`config.mk`:
```
export PLATFORM = sky130hd
export DESIGN_NAME = pci_dly_rd_tgt
export DESIGN_NICKNAME = d
export VERILOG_FILES = /design/src/rtl/pdr_pkg.sv /design/src/rtl/pdr_decode.sv /design/src/rtl/pdr_lat_cnt.sv /design/src/rtl/pdr_slot.sv /design/src/rtl/pci_dly_rd_tgt.sv
export SDC_FILE = /design/constraint.sdc
export NUM_CORES = 1
export LEC_CHECK = 0
export BUFFER_PORTS_ARGS = -buffer_cell sky130_fd_sc_hd__buf_2
export CORE_MARGIN = 1
export CORE_UTILIZATION = 55
export CTS_CLUSTER_DIAMETER = 40
export DETAILED_ROUTE_END_ITERATION = 8
export PLACE_DENSITY_LB_ADDON = 0.2
export SETUP_SLACK_MARGIN = 0.5
export SLEW_MARGIN = 20
export SYNTH_ARGS = -nofsm -noshare
export SYNTH_HDL_FRONTEND = slang
export SYNTH_SLANG_ARGS = --single-unit
```
`constraint.sdc`:
```
create_clock -name clk -period 5.9 [get_ports clk]
set_input_delay 0.295 -clock clk [delete_from_list [all_inputs] [get_ports clk]]
set_output_delay 0.295 -clock clk [all_outputs]
set_load 0.01 [all_outputs]
```
`src/rtl/pdr_pkg.sv`:
```
package pdr_pkg;
  localparam logic [3:0] CMD_MEM_RD = 4'b0110;

  typedef enum logic [2:0] {
    ST_IDLE,
    ST_WAIT,
    ST_DATA,
    ST_RETRY,
    ST_DRAIN
  } pdr_state_e;
endpackage

```
`src/rtl/pdr_decode.sv`:
```
module pdr_decode #(
  parameter int AW = 32,
  parameter int DEC_BITS = 4,
  parameter logic [DEC_BITS-1:0] TGT_BASE = '0
) (
  input  logic [3:0]    cmd,
  input  logic [AW-1:0] addr,
  input  logic [3:0]    slot_cmd,
  input  logic [AW-1:0] slot_addr,
  output logic          hit,
  output logic          match
);
  import pdr_pkg::*;

  logic in_window;
  assign in_window = (addr[AW-1 -: DEC_BITS] == TGT_BASE);
  assign hit       = in_window && (cmd == CMD_MEM_RD);
  // full compare of command and address against the stored request
  assign match     = (cmd == slot_cmd) && (addr == slot_addr);
endmodule

```
`src/rtl/pdr_lat_cnt.sv`:
```
module pdr_lat_cnt #(
  parameter int LAT_CLKS = 32
) (
  input  logic clk,
  input  logic rst_n,
  input  logic start,
  input  logic run,
  output logic expired
);
  localparam int CW = $clog2(LAT_CLKS + 1);
  localparam logic [CW-1:0] LAST = CW'(LAT_CLKS - 1);
  localparam logic [CW-1:0] TOP  = CW'(LAT_CLKS);

  logic [CW-1:0] cnt_q;

  always_ff @(posedge clk or negedge rst_n) begin
    if (!rst_n) begin
      cnt_q <= '0;
    end else if (start) begin
      cnt_q <= CW'(1);
    end else if (run && cnt_q != TOP) begin
      cnt_q <= cnt_q + CW'(1);
    end
  end

  assign expired = (cnt_q == LAST);
endmodule

```
`src/rtl/pdr_slot.sv`:
```
module pdr_slot #(
  parameter int AW = 32,
  parameter int DW = 32
) (
  input  logic          clk,
  input  logic          rst_n,
  input  logic          alloc,
  input  logic [3:0]    alloc_cmd,
  input  logic [AW-1:0] alloc_addr,
  input  logic          free,
  output logic          busy,
  output logic          ready,
  output logic [3:0]    s_cmd,
  output logic [AW-1:0] s_addr,
  output logic [DW-1:0] s_data,
  output logic          mem_req_valid,
  input  logic          mem_req_ready,
  output logic [AW-1:0] mem_req_addr,
  input  logic          mem_rsp_valid,
  output logic          mem_rsp_ready,
  input  logic [DW-1:0] mem_rsp_data
);
  logic busy_q, ready_q, req_q, await_q;
  logic [3:0]    cmd_q;
  logic [AW-1:0] addr_q;
  logic [DW-1:0] data_q;

  logic req_fire, rsp_fire;
  assign req_fire = req_q && mem_req_ready;
  assign rsp_fire = await_q && mem_rsp_valid;

  always_ff @(posedge clk or negedge rst_n) begin
    if (!rst_n) begin
      busy_q  <= 1'b0;
      ready_q <= 1'b0;
      req_q   <= 1'b0;
      await_q <= 1'b0;
      cmd_q   <= '0;
      addr_q  <= '0;
      data_q  <= '0;
    end else begin
      if (alloc && !busy_q) begin
        busy_q  <= 1'b1;
        ready_q <= 1'b0;
        req_q   <= 1'b1;
        cmd_q   <= alloc_cmd;
        addr_q  <= alloc_addr;
      end else if (free) begin
        busy_q  <= 1'b0;
        ready_q <= 1'b0;
      end else begin
        if (req_fire) begin
          req_q   <= 1'b0;
          await_q <= 1'b1;
        end
        if (rsp_fire) begin
          await_q <= 1'b0;
          ready_q <= 1'b1;
          data_q  <= mem_rsp_data;
        end
      end
    end
  end

  assign busy          = busy_q;
  assign ready         = ready_q;
  assign s_cmd         = cmd_q;
  assign s_addr        = addr_q;
  assign s_data        = data_q;
  assign mem_req_valid = req_q;
  assign mem_req_addr  = addr_q;
  assign mem_rsp_ready = await_q;
endmodule

```
`src/rtl/pci_dly_rd_tgt.sv`:
```
module pci_dly_rd_tgt #(
  parameter int AW = 32,
  parameter int DW = 32,
  parameter int DEC_BITS = 4,
  parameter logic [DEC_BITS-1:0] TGT_BASE = 4'h4,
  parameter int LAT_CLKS = 32
) (
  input  logic          clk,
  input  logic          rst_n,
  input  logic          cfg_dly_en,
  input  logic          cfg_lat_en,
  input  logic          frame_n,
  input  logic          irdy_n,
  input  logic [3:0]    bus_cmd,
  input  logic [AW-1:0] bus_addr,
  output logic          devsel_n,
  output logic          trdy_n,
  output logic          stop_n,
  output logic [DW-1:0] rd_data,
  output logic          mem_req_valid,
  input  logic          mem_req_ready,
  output logic [AW-1:0] mem_req_addr,
  input  logic          mem_rsp_valid,
  output logic          mem_rsp_ready,
  input  logic [DW-1:0] mem_rsp_data
);
  import pdr_pkg::*;

  pdr_state_e state_q, state_d;
  logic hit, match, busy, ready, expired;
  logic alloc, free, tmo_en, start, in_wait;
  logic [3:0]    s_cmd;
  logic [AW-1:0] s_addr;
  logic [DW-1:0] s_data;
  logic [DW-1:0] rd_q;

  assign tmo_en  = cfg_dly_en && cfg_lat_en;
  assign start   = (state_q == ST_IDLE) && !frame_n;
  assign in_wait = (state_q == ST_WAIT);

  pdr_decode #(.AW(AW), .DEC_BITS(DEC_BITS), .TGT_BASE(TGT_BASE)) u_dec (
    .cmd       (bus_cmd),
    .addr      (bus_addr),
    .slot_cmd  (s_cmd),
    .slot_addr (s_addr),
    .hit       (hit),
    .match     (match)
  );

  pdr_lat_cnt #(.LAT_CLKS(LAT_CLKS)) u_lat (
    .clk     (clk),
    .rst_n   (rst_n),
    .start   (start),
    .run     (in_wait),
    .expired (expired)
  );

  pdr_slot #(.AW(AW), .DW(DW)) u_slot (
    .clk           (clk),
    .rst_n         (rst_n),
    .alloc         (alloc),
    .alloc_cmd     (bus_cmd),
    .alloc_addr    (bus_addr),
    .free          (free),
    .busy          (busy),
    .ready         (ready),
    .s_cmd         (s_cmd),
    .s_addr        (s_addr),
    .s_data        (s_data),
    .mem_req_valid (mem_req_valid),
    .mem_req_ready (mem_req_ready),
    .mem_req_addr  (mem_req_addr),
    .mem_rsp_valid (mem_rsp_valid),
    .mem_rsp_ready (mem_rsp_ready),
    .mem_rsp_data  (mem_rsp_data)
  );

  always_comb begin
    state_d = state_q;
    alloc   = 1'b0;
    free    = 1'b0;
    unique case (state_q)
      ST_IDLE: begin
        if (!frame_n) begin
          if (!hit) begin
            state_d = ST_DRAIN;
          end else if (!busy) begin
            alloc   = 1'b1;
            state_d = ST_WAIT;
          end else if (!match) begin
            state_d = ST_RETRY;          // one slot only: no queueing
          end else if (!ready && tmo_en) begin
            state_d = ST_RETRY;          // repeat arrived before the data
          end else begin
            state_d = ST_WAIT;
          end
        end
      end
      ST_WAIT: begin
        if (ready) begin
          free    = 1'b1;
          state_d = ST_DATA;
        end else if (tmo_en && expired) begin
          state_d = ST_RETRY;
        end
      end
      ST_DATA: state_d = ST_DRAIN;
      ST_RETRY, ST_DRAIN: begin
        if (frame_n && irdy_n) state_d = ST_IDLE;
      end
      default: state_d = ST_IDLE;
    endcase
  end

  always_ff @(posedge clk or negedge rst_n) begin
    if (!rst_n) begin
      state_q <= ST_IDLE;
      rd_q    <= '0;
    end else begin
      state_q <= state_d;
      if (free) rd_q <= s_data;
    end
  end

  assign devsel_n = !((state_q == ST_WAIT) || (state_q == ST_DATA) || (state_q == ST_RETRY));
  assign trdy_n   = (state_q != ST_DATA);
  assign stop_n   = (state_q != ST_RETRY);
  assign rd_data  = rd_q;
endmodule

```
==> results.json, run 1 <==
{
  "ys_warn_count": 0,
  "worstHoldPathType": "input port to flop",
  "p_comb_frac": 0.063,
  "ir_drop_uv": 252.2,
  "ys_ff_latch": 113,
  "area_growth_syn_to_layout_pct": 29.54,
  "dpl_worst_slack_ns": 3.007,
  "std_cell_rows": 33,
  "tritoncts": "built",
  "p_int_mw": 1.608,
  "clkPwrFrac": 0.511,
  "worstPathArrival_ns": 3.24,
  "layout_common_cells": "buf_2 (143), dfrtp_1 (113), mux2_2 (91)",
  "initial_core_util": 0.5755,
  "clock_latency_ns": 0.51,
  "stdcell_area_um2": 6217,
  "cts-buffers-inserted": 17,
  "slew_headroom": 0.3903,
  "power_mw": 2.033,
  "path_clk_slew_ns": 0.06,
  "finalHoldViolations": 0,
  "grt-ovfl-total": 0,
  "rsz0062_at_grt": "no",
  "root_buffer": "clkbuf_8",
  "crit_path_max_fanout": 41,
  "critPathKind": "flop to flop",
  "finalSetupViolCount": 0,
  "crit_family": "simple AND/OR/NAND/NOR gates",
  "pwr-share-seq": 0.426,
  "die_h_um": 95.42,
  "status": "finished, final reports clean",
  "hp-start": "mem_rsp_data[14]",
  "grt_pass1_vias": 3338,
  "setup_tns_ns": 0,
  "ys_top_cells_by_area": "dfrtp_1 (59%), mux2_2 (21%), xor2_1 (6.0%), xnor2_1 (1.3%), nor4_1 (1.2%)",
  "coreArea_um2": 8341,
  "ant_nets": 0,
  "mostFrequentLayoutCell": "buf_2",
  "critPathCaptureType": "flop",
  "finalCriticalPeriod_ns": 2.844,
  "clk_path_buf_depth": 2,
  "period_share": 0.4820,
  "fin_util": 0.7454,
  "drtIter0Drc": 165,
  "synthFlopType": "dfrtp_1",
  "max_freq_mhz": 351.6,
  "antenna-diode-count": 0,
  "power_density_nw_per_um2": 327.1,
  "p_leak_nw": 3.411,
  "critPathMaxStageDelay_ns": 0.95,
  "cp.buffers_inverters": 1,
  "p_sw_frac": 0.2092,
  "grt_first_pass_wirelength_um": 16300,
  "ys_types": 41,
  "antenna_found_initial": 0,
  "reg2regPathDepth": 5,
  "cp_cell_sequence": "nor4_4 > and4b_2 > nor3_4 > buf_4 > mux2_1",
  "syn_inst": 337,
  "hold_depth": 2,
  "seq_area_frac_synth": 0.5892,
  "startpoint_type": "flop",
  "drcViolationCount": 0,
  "slew_violations": 0,
  "setup_ws_ns": 3.056,
  "wl_um": 10100,
  "synth.net_count": 415,
  "dieWidth_um": 95.42,
  "layout-drive-gt1-share": 0.5456,
  "cp_slowest_cell": "and4b_2",
  "dpl.hpwl_um": 6770,
  "layout.nets": 569,
  "required_ns": 6.29,
  "cts-resized-gates": 0,
  "dpl_cell_area_um2": 5587,
  "dr.pass1.iters": 4,
  "synth_top_area_frac": 0.5892,
  "fin_skew_ns": 0.01357,
  "h-tree-depth": 4,
  "worst_pin_slew_ns": 0.9145,
  "synth_edf_count": 0,
  "cp-startpoint": "state_q[1]",
  "maxCapViolations": 0,
  "rr_startpoint": "state_q[1]",
  "numPortBuffers": 144,
  "boundaryPins": 145,
  "grtUsageTotal": 0.2443,
  "avgSynthCellArea_um2": 14.24,
  "gp_congestion": 0.8752,
  "crit_cells": 5,
  "cts.sinks": 113,
  "grt_max_degree": 58,
  "async_flop_share": 1.000,
  "die_area_um2": 9104,
  "yosys.area.top_type": "dfrtp_1",
  "routed-via-count": 3202,
  "syn_area_um2": 4800,
  "vias_per_cell": 5.258,
  "wl_per_cell_um": 16.59,
  "switchingPower_uw": 425.5
}
## path summary, 6_finish.rpt
| path | endpoint | slack (ns) |
|---|---|---|
| min | u_slot.s_data[14] | 0.01 |
| max reg2reg | u_slot.s_data[8] | 3.06 |
| max | u_slot.s_data[8] | 3.06 |
| min reg2reg | u_slot.s_data[8] | 0.49 |
| max in group asynchronous | rd_data[2] | 4.33 |
| min in group asynchronous | u_slot.mem_req_addr[11] | 0.38 |
## power groups by stage
stage	Clock (mW)	Combinational, mW	Sequential [mW]
final	1.04	0.127	0.866
after global placement	0	0.121	0.872
after floorplan	0	0.0670	0.867
after detailed placement	0	0.127	0.878
after CTS	1.06	0.130	0.866
after global routing	1.09	0.142	0.874
## sequential cells by signal, indices dropped and copies added (netlist names)
register              cells
rd_data                  32
state_q                   3
u_lat.cnt_q               6
u_slot.busy               1
u_slot.mem_req_addr      32
u_slot.mem_req_valid      1
u_slot.mem_rsp_ready      1
u_slot.ready              1
u_slot.s_cmd              4
u_slot.s_data            32
## per-stage QoR
| stage | std cells | hold WS (ns) |
|---|---|---|
| CTS | 609 | 0.001370 |
| detailed placement | 575 | 0.3967 |
| finish | 609 | 0.01415 |
| floorplan | 337 | -0.0005911 |
| global placement | 575 | 0.3893 |
| global route | 609 | 0.005381 |
## cells in the mapped netlist (all sizes together), types with 3 or more instances
cell type,count
nor4,10
dfrtp,113
a21oi,3
inv,3
nor2,10
or2,3
buf,12
nor2b,6
xor2,33
mux2,92
nand4,4
xnor2,7
nand2,12
## cell families after synthesis
logic type | synth area share
adder cells (fa/ha/maj) | 0.005213
multiplexers | 0.2179
buffers and inverters | 0.02007
XOR/XNOR | 0.07299
flip-flops | 0.5892
AND/OR/NAND/NOR | 0.07299
AO/OA/AOI/OAI | 0.02164
## what timing repair did
item,in CTS,in global routing
setup buffers,0,0
hold endpoints to repair,57,0
hold buffers,2,0
## worst reg2reg max path, stage by stage (launching register included)
cell	delay [ns]
dfrtp_1	0.50
nor4_4	0.53
and4b_2	0.95
nor3_4	0.09
buf_4	0.30
mux2_1	0.37
## area by class of cell
| cell class | instances | area [um2] |
|---|---|---|
| flip-flops and latches | 113 | 2828 |
| fillers | 593 | 2123 |
| multi-input cells | 208 | 1878 |
| repair buffers | 148 | 758.2 |
| clock buffers | 22 | 452.9 |
| clock inverters | 10 | 157.7 |
| well taps | 105 | 131.4 |
| inverters | 3 | 11.26 |
## routing by layer
metal	vias to the layer above	wire length, um	global-route usage
met1	1585	4111	0.2895
met3	14	856	0.1085
li1	1489	-	-
met5	-	0	0
met4	0	140	0.08458
met2	114	4995	0.3964
Power figures use the tool's default switching activity.
==> run 2, diff against run 1 <==
--- a/config.mk
+++ b/config.mk
@@ -7,7 +7,7 @@
 export LEC_CHECK = 0
 export BUFFER_PORTS_ARGS = -buffer_cell sky130_fd_sc_hd__buf_2
 export CORE_MARGIN = 1
-export CORE_UTILIZATION = 55
+export CORE_UTILIZATION = 46
 export CTS_CLUSTER_DIAMETER = 40
 export DETAILED_ROUTE_END_ITERATION = 8
 export PLACE_DENSITY_LB_ADDON = 0.2
==> constraint.sdc (replaced) <==
create_clock -name clk -period 2.4 [get_ports clk]
set_input_delay 0.12 -clock clk [delete_from_list [all_inputs] [get_ports clk]]
set_output_delay 0.12 -clock clk [all_outputs]
set_load 0.01 [all_outputs]
==> run 2 against run 1 <==
  * Register-to-register slack worse by 2.5 ns
  * Maximum frequency up 54%
  * Design area up 13%
  * Worst hold slack better by 0.019 ns
  * Highest routed layer unchanged
  * Critical endpoint is now state_q[1]
  * Core utilization down 4.3 points
==> results.json, run 2 (same netlist as run 1, synthesis figures left out) <==
{
  "status": "finished, final reports clean",
  "period_share": 0.7716,
  "coreArea_um2": 9955,
  "tritoncts": "built",
  "rsz0062_at_grt": "yes",
  "setup_ws_ns": 0.5482,
  "whs_ns": 0.03290,
  "mostFrequentLayoutCell": "buf_2",
  "cp-startpoint": "state_q[0]",
  "worstPathArrival_ns": 2.28,
  "grt_first_pass_wirelength_um": 18810,
  "dieWidth_um": 104.1,
  "fin_skew_ns": 0.009141,
  "startpoint_type": "flop",
  "holdPathEnd": "state_q[0]",
  "clock_latency_ns": 0.51,
  "critPathKind": "flop to flop",
  "p_leak_nw": 3.731,
  "dpl_cell_area_um2": 5709,
  "clk_path_buf_depth": 2,
  "drtIter0Drc": 115,
  "reg2regPathDepth": 5,
  "setup_tns_ns": 0,
  "boundaryPins": 145,
  "finalHoldViolations": 0,
  "cts.sinks": 113,
  "numPortBuffers": 144,
  "grtUsageTotal": 0.2209,
  "worstHoldPathType": "input port to flop",
  "placed_cells": 613,
  "grt_max_degree": 56,
  "dpl.hpwl_um": 7178,
  "r2r-end": "state_q[1]",
  "wl_met1_um": 4667,
  "grt_pass1_vias": 3848,
  "gp_congestion": 0.8035,
  "max_freq_mhz": 540.0,
  "dpl_worst_slack_ns": -0.05790,
  "maxCapViolations": 0,
  "wl_per_cell_um": 15.77,
  "h-tree-depth": 4,
  "path_clk_slew_ns": 0.06,
  "worst_pin_slew_ns": 0.5721,
  "root_buffer": "clkbuf_8",
  "std_cell_rows": 36,
  "slew_violations": 0,
  "vias_per_cell": 4.970,
  "layout.nets": 642,
  "post_layout_nonfiller_instances": 710,
  "layout-drive-gt1-share": 0.5095,
  "topRoutingLayerUsed": "met4",
  "rr_startpoint": "state_q[0]",
  "wl_met2_um": 5795,
  "stdcell_area_um2": 6995,
  "antenna_found_initial": 0,
  "hp-start": "irdy_n",
  "antenna-diode-count": 0,
  "fillers": 735,
  "crit_path_max_fanout": 6,
  "critPathCaptureType": "flop",
  "fin_util": 0.7027,
  "drcViolationCount": 0,
  "r2r_slack_ns": 0.55,
  "finalCriticalPeriod_ns": 1.852,
  "cts-buffers-inserted": 17,
  "multi_input_area_um2": 1889,
  "hold_depth": 3,
  "die_area_um2": 10850,
  "finalSetupViolCount": 0,
  "ant_nets": 0,
  "power_mw": 5.006,
  "register_area_um2": 2829,
  "layout_common_cells": "buf_2 (143), dfrtp_1 (112), mux2_2 (91)",
  "required_ns": 2.83,
  "grt-ovfl-total": 0,
  "power_density_nw_per_um2": 715.6,
  "area_growth_syn_to_layout_pct": 45.75,
  "wl_um": 11190,
  "slew_headroom": 0.6151,
  "wl_met3_um": 607,
  "dr.pass1.iters": 7,
  "initial_core_util": 0.4822,
  "die_h_um": 104.1,
  "ir_drop_uv": 466.6,
  "routed-via-count": 3529
}
## run 2: cell count changes in the layout (fill, tap and decap cells not counted), sizes merged
cell,change
inv,+4
clkbuf,-2
buf,+12
dlygate4sd3,+60
clkinvlp,+1
bufinv,-2
## run 2: final cells by class
| type | instances | share of cell area |
|---|---|---|
| flip-flops and latches | 113 | 0.4044 |
| clock inverters | 13 | 0.02164 |
| multi-input cells | 208 | 0.2701 |
| clock buffers | 19 | 0.06314 |
| well taps | 133 | 0.02379 |
| repair buffers | 221 | 0.2153 |
| inverters | 3 | 0.001610 |
## run 2: repair_timing
item                                   in CTS  in global routing
pin swaps                                   1                  2
setup buffers                               2                  0
hold buffers                               62                  0
setup endpoints to repair                  62                 97
endpoints found under the hold margin     175                  0
resized for setup                           2                  6
gates cloned                                0                  1
## run 2: worst max-delay path by stage
stage / end / slack, ns
2_1_floorplan: u_slot.mem_req_addr[0] / 0.55
3_3_place_gp: u_slot.s_data[15] / -0.01
3_5_place_dp: u_slot.s_data[24] / -0.06
4_1_cts: u_slot.s_data[31] / 0.50
5_1_grt: state_q[1] / 0.45
6_report: state_q[1] / 0.55
## run 2: metal layers
metal	vias up	global-route usage
met5	-	0
met4	0	0.07449
met3	16	0.06892
met2	107	0.3738
met1	1753	0.2673
li1	1653	-
## run 2: power breakdown
part	total [mW]	switching (mW)	internal, mW
Sequential	2.11	0.0707	2.04
Clock	2.47	0.923	1.55
Combinational	0.423	0.167	0.256
## run 2: critical path, cell delays in order, from the launching register on
cell and delay (ns):
dfrtp_2 0.45, nor4_4 0.29, buf_4 0.16, nand3_1 0.08
or4b_2 0.66, o21ai_2 0.14
==> run 3, diff against run 2 <==
==> constraint.sdc (replaced) <==
create_clock -name clk -period 1.5 [get_ports clk]
set_input_delay 0.075 -clock clk [delete_from_list [all_inputs] [get_ports clk]]
set_output_delay 0.075 -clock clk [all_outputs]
set_load 0.01 [all_outputs]
==> run 3 against run 2 <==
  * First-iteration DRC count is 25% higher
  * Count of clock-buffer cells in the layout is 1 higher
  * Maximum frequency shrank 2.9%
  * Design area grew 22%
  * Non-clock buffer count grew 93
  * The run now ends with setup timing left
  * Via count is 15% higher
==> results.json, run 3 (same netlist as run 1, synthesis figures left out) <==
{
  "status": "finished, violations left",
  "violations": "setup timing",
  "pwr-share-seq": 0.427,
  "boundaryPins": 145,
  "finalCriticalPeriod_ns": 1.906,
  "reg2regPathDepth": 5,
  "layout_common_cells": "dfrtp_1 (110), buf_2 (107), buf_6 (68)",
  "crit_path_max_fanout": 8,
  "antenna-diode-count": 0,
  "finalHoldViolations": 0,
  "clkPwrFrac": 0.468,
  "std_cell_rows": 36,
  "dpl.hpwl_um": 7487,
  "drcViolationCount": 0,
  "die_h_um": 104.1,
  "p_comb_frac": 0.105,
  "worstHoldPathType": "input port to asynchronous set/reset pin",
  "gp_congestion": 0.7353,
  "setup_ws_ns": -0.4064,
  "worst_pin_slew_ns": 0.5016,
  "power_density_nw_per_um2": 934.5,
  "critPathCaptureType": "flop",
  "maxCapViolations": 0,
  "slew_headroom": 0.6610,
  "whs_ns": 0.01367,
  "slew_violations": 0,
  "p_sw_frac": 0.2379,
  "startpoint_type": "flop",
  "critPathKind": "flop to flop",
  "rsz0062_at_grt": "yes",
  "antenna_found_initial": 0,
  "grt-ovfl-total": 0,
  "routed-via-count": 4052,
  "wl_um": 14920,
  "cts-buffers-inserted": 17,
  "required_ns": 1.89,
  "h-tree-depth": 4,
  "dpl_worst_slack_ns": -0.4786,
  "grt_max_degree": 58,
  "wl_per_cell_um": 18.58,
  "ant_nets": 0,
  "area_growth_syn_to_layout_pct": 77.29,
  "p_int_mw": 6.060,
  "tritoncts": "built",
  "path_clk_slew_ns": 0.06,
  "fin_skew_ns": 0.008901,
  "finalSetupViolCount": 114,
  "switchingPower_mw": 1.892,
  "p_leak_nw": 4.375,
  "grt_first_pass_wirelength_um": 21720,
  "ir_drop_uv": 827.4,
  "cts.sinks": 113,
  "die_area_um2": 10850,
  "drtIter0Drc": 144,
  "power_mw": 7.952,
  "clock_latency_ns": 0.51,
  "numPortBuffers": 144,
  "grtUsageTotal": 0.2605,
  "layout.nets": 735,
  "clk_path_buf_depth": 2,
  "mostFrequentLayoutCell": "dfrtp_1",
  "worstPathArrival_ns": 2.30,
  "period_share": 1.271,
  "coreArea_um2": 9955,
  "initial_core_util": 0.4822,
  "root_buffer": "clkbuf_8",
  "r2r_slack_ns": -0.41,
  "vias_per_cell": 5.046,
  "layout-drive-gt1-share": 0.6000,
  "fillers": 455,
  "dieWidth_um": 104.1,
  "grt_pass1_vias": 4260,
  "max_freq_mhz": 524.5,
  "dr.pass1.iters": 4
}
-- run 3: metrics by stage --
| stage | area, um2 | TNS [ns] | util | std cells |
|---|---|---|---|---|
| floorplan | 4895 | -23.08 | - | 337 |
| global placement | 6181 | -35.34 | 0.6209 | 660 |
| detailed placement | 6181 | -37.07 | 0.6209 | 660 |
| CTS | 8030 | -26.20 | 0.8067 | 776 |
| global route | 8509 | -36.66 | 0.8548 | 803 |
| finish | 8509 | -32.29 | 0.8548 | 803 |
-- run 3: layer usage --
layer	vias up	GRT usage	wire length, um
met5	-	0	0
met3	36	0.07581	711
met1	2057	0.3226	6010
met2	131	0.4229	7808
li1	1828	-	-
met4	0	0.1173	388
-- run 3: what timing repair did --
item                                    4_1_cts  5_1_grt
hold endpoints to repair                    177        0
hold buffers                                 63        0
gates resized for setup                      84       53
cloned                                        4        3
endpoints found under the setup margin      182      182
pin swaps                                     9        8
buffers inserted                             17       24
-- run 3: worst paths after layout --
path,startpoint,end
setup / recovery,state_q[0],u_slot.mem_req_addr[4]
hold / removal,rst_n,u_slot.mem_req_addr[16]
setup reg to reg,state_q[0],u_slot.mem_req_addr[4]
hold reg to reg,u_slot.s_cmd[1],u_slot.s_cmd[1]
max in group asynchronous,rst_n,rd_data[13]
min in group clk,mem_rsp_valid,u_slot.ready
-- run 3: worst max-delay path: stages, from the launching register on --
cell	delay (ns)
dfrtp_2	0.45
nor4_4	0.30
and4b_2	0.31
buf_4	0.20
clkbuf_16	0.19
mux2_2	0.34
-- run 3: layout make-up --
type / instances / area (um2) / area share
Timing Repair Buffer: 314 / 2775 / 0.3261
Clock inverter: 12 / 110.1 / 0.01294
Tap cell: 133 / 166.4 / 0.01956
Clock buffer: 20 / 445.4 / 0.05235
Inverter: 3 / 11.26 / 0.001323
Sequential cell: 113 / 2831 / 0.3327
Multi-Input combinational cell: 208 / 2170 / 0.2550
-- run 3: power by group through the flow --
stage                     logic [mW]  clock network (mW)  registers [mW]
final                          0.832                3.72            3.40
after global routing           0.896                3.96            3.42
after CTS                      0.779                3.77            3.38
after detailed placement       0.600                   0            3.43
after global placement         0.578                   0            3.41
after floorplan                0.267                   0            3.41
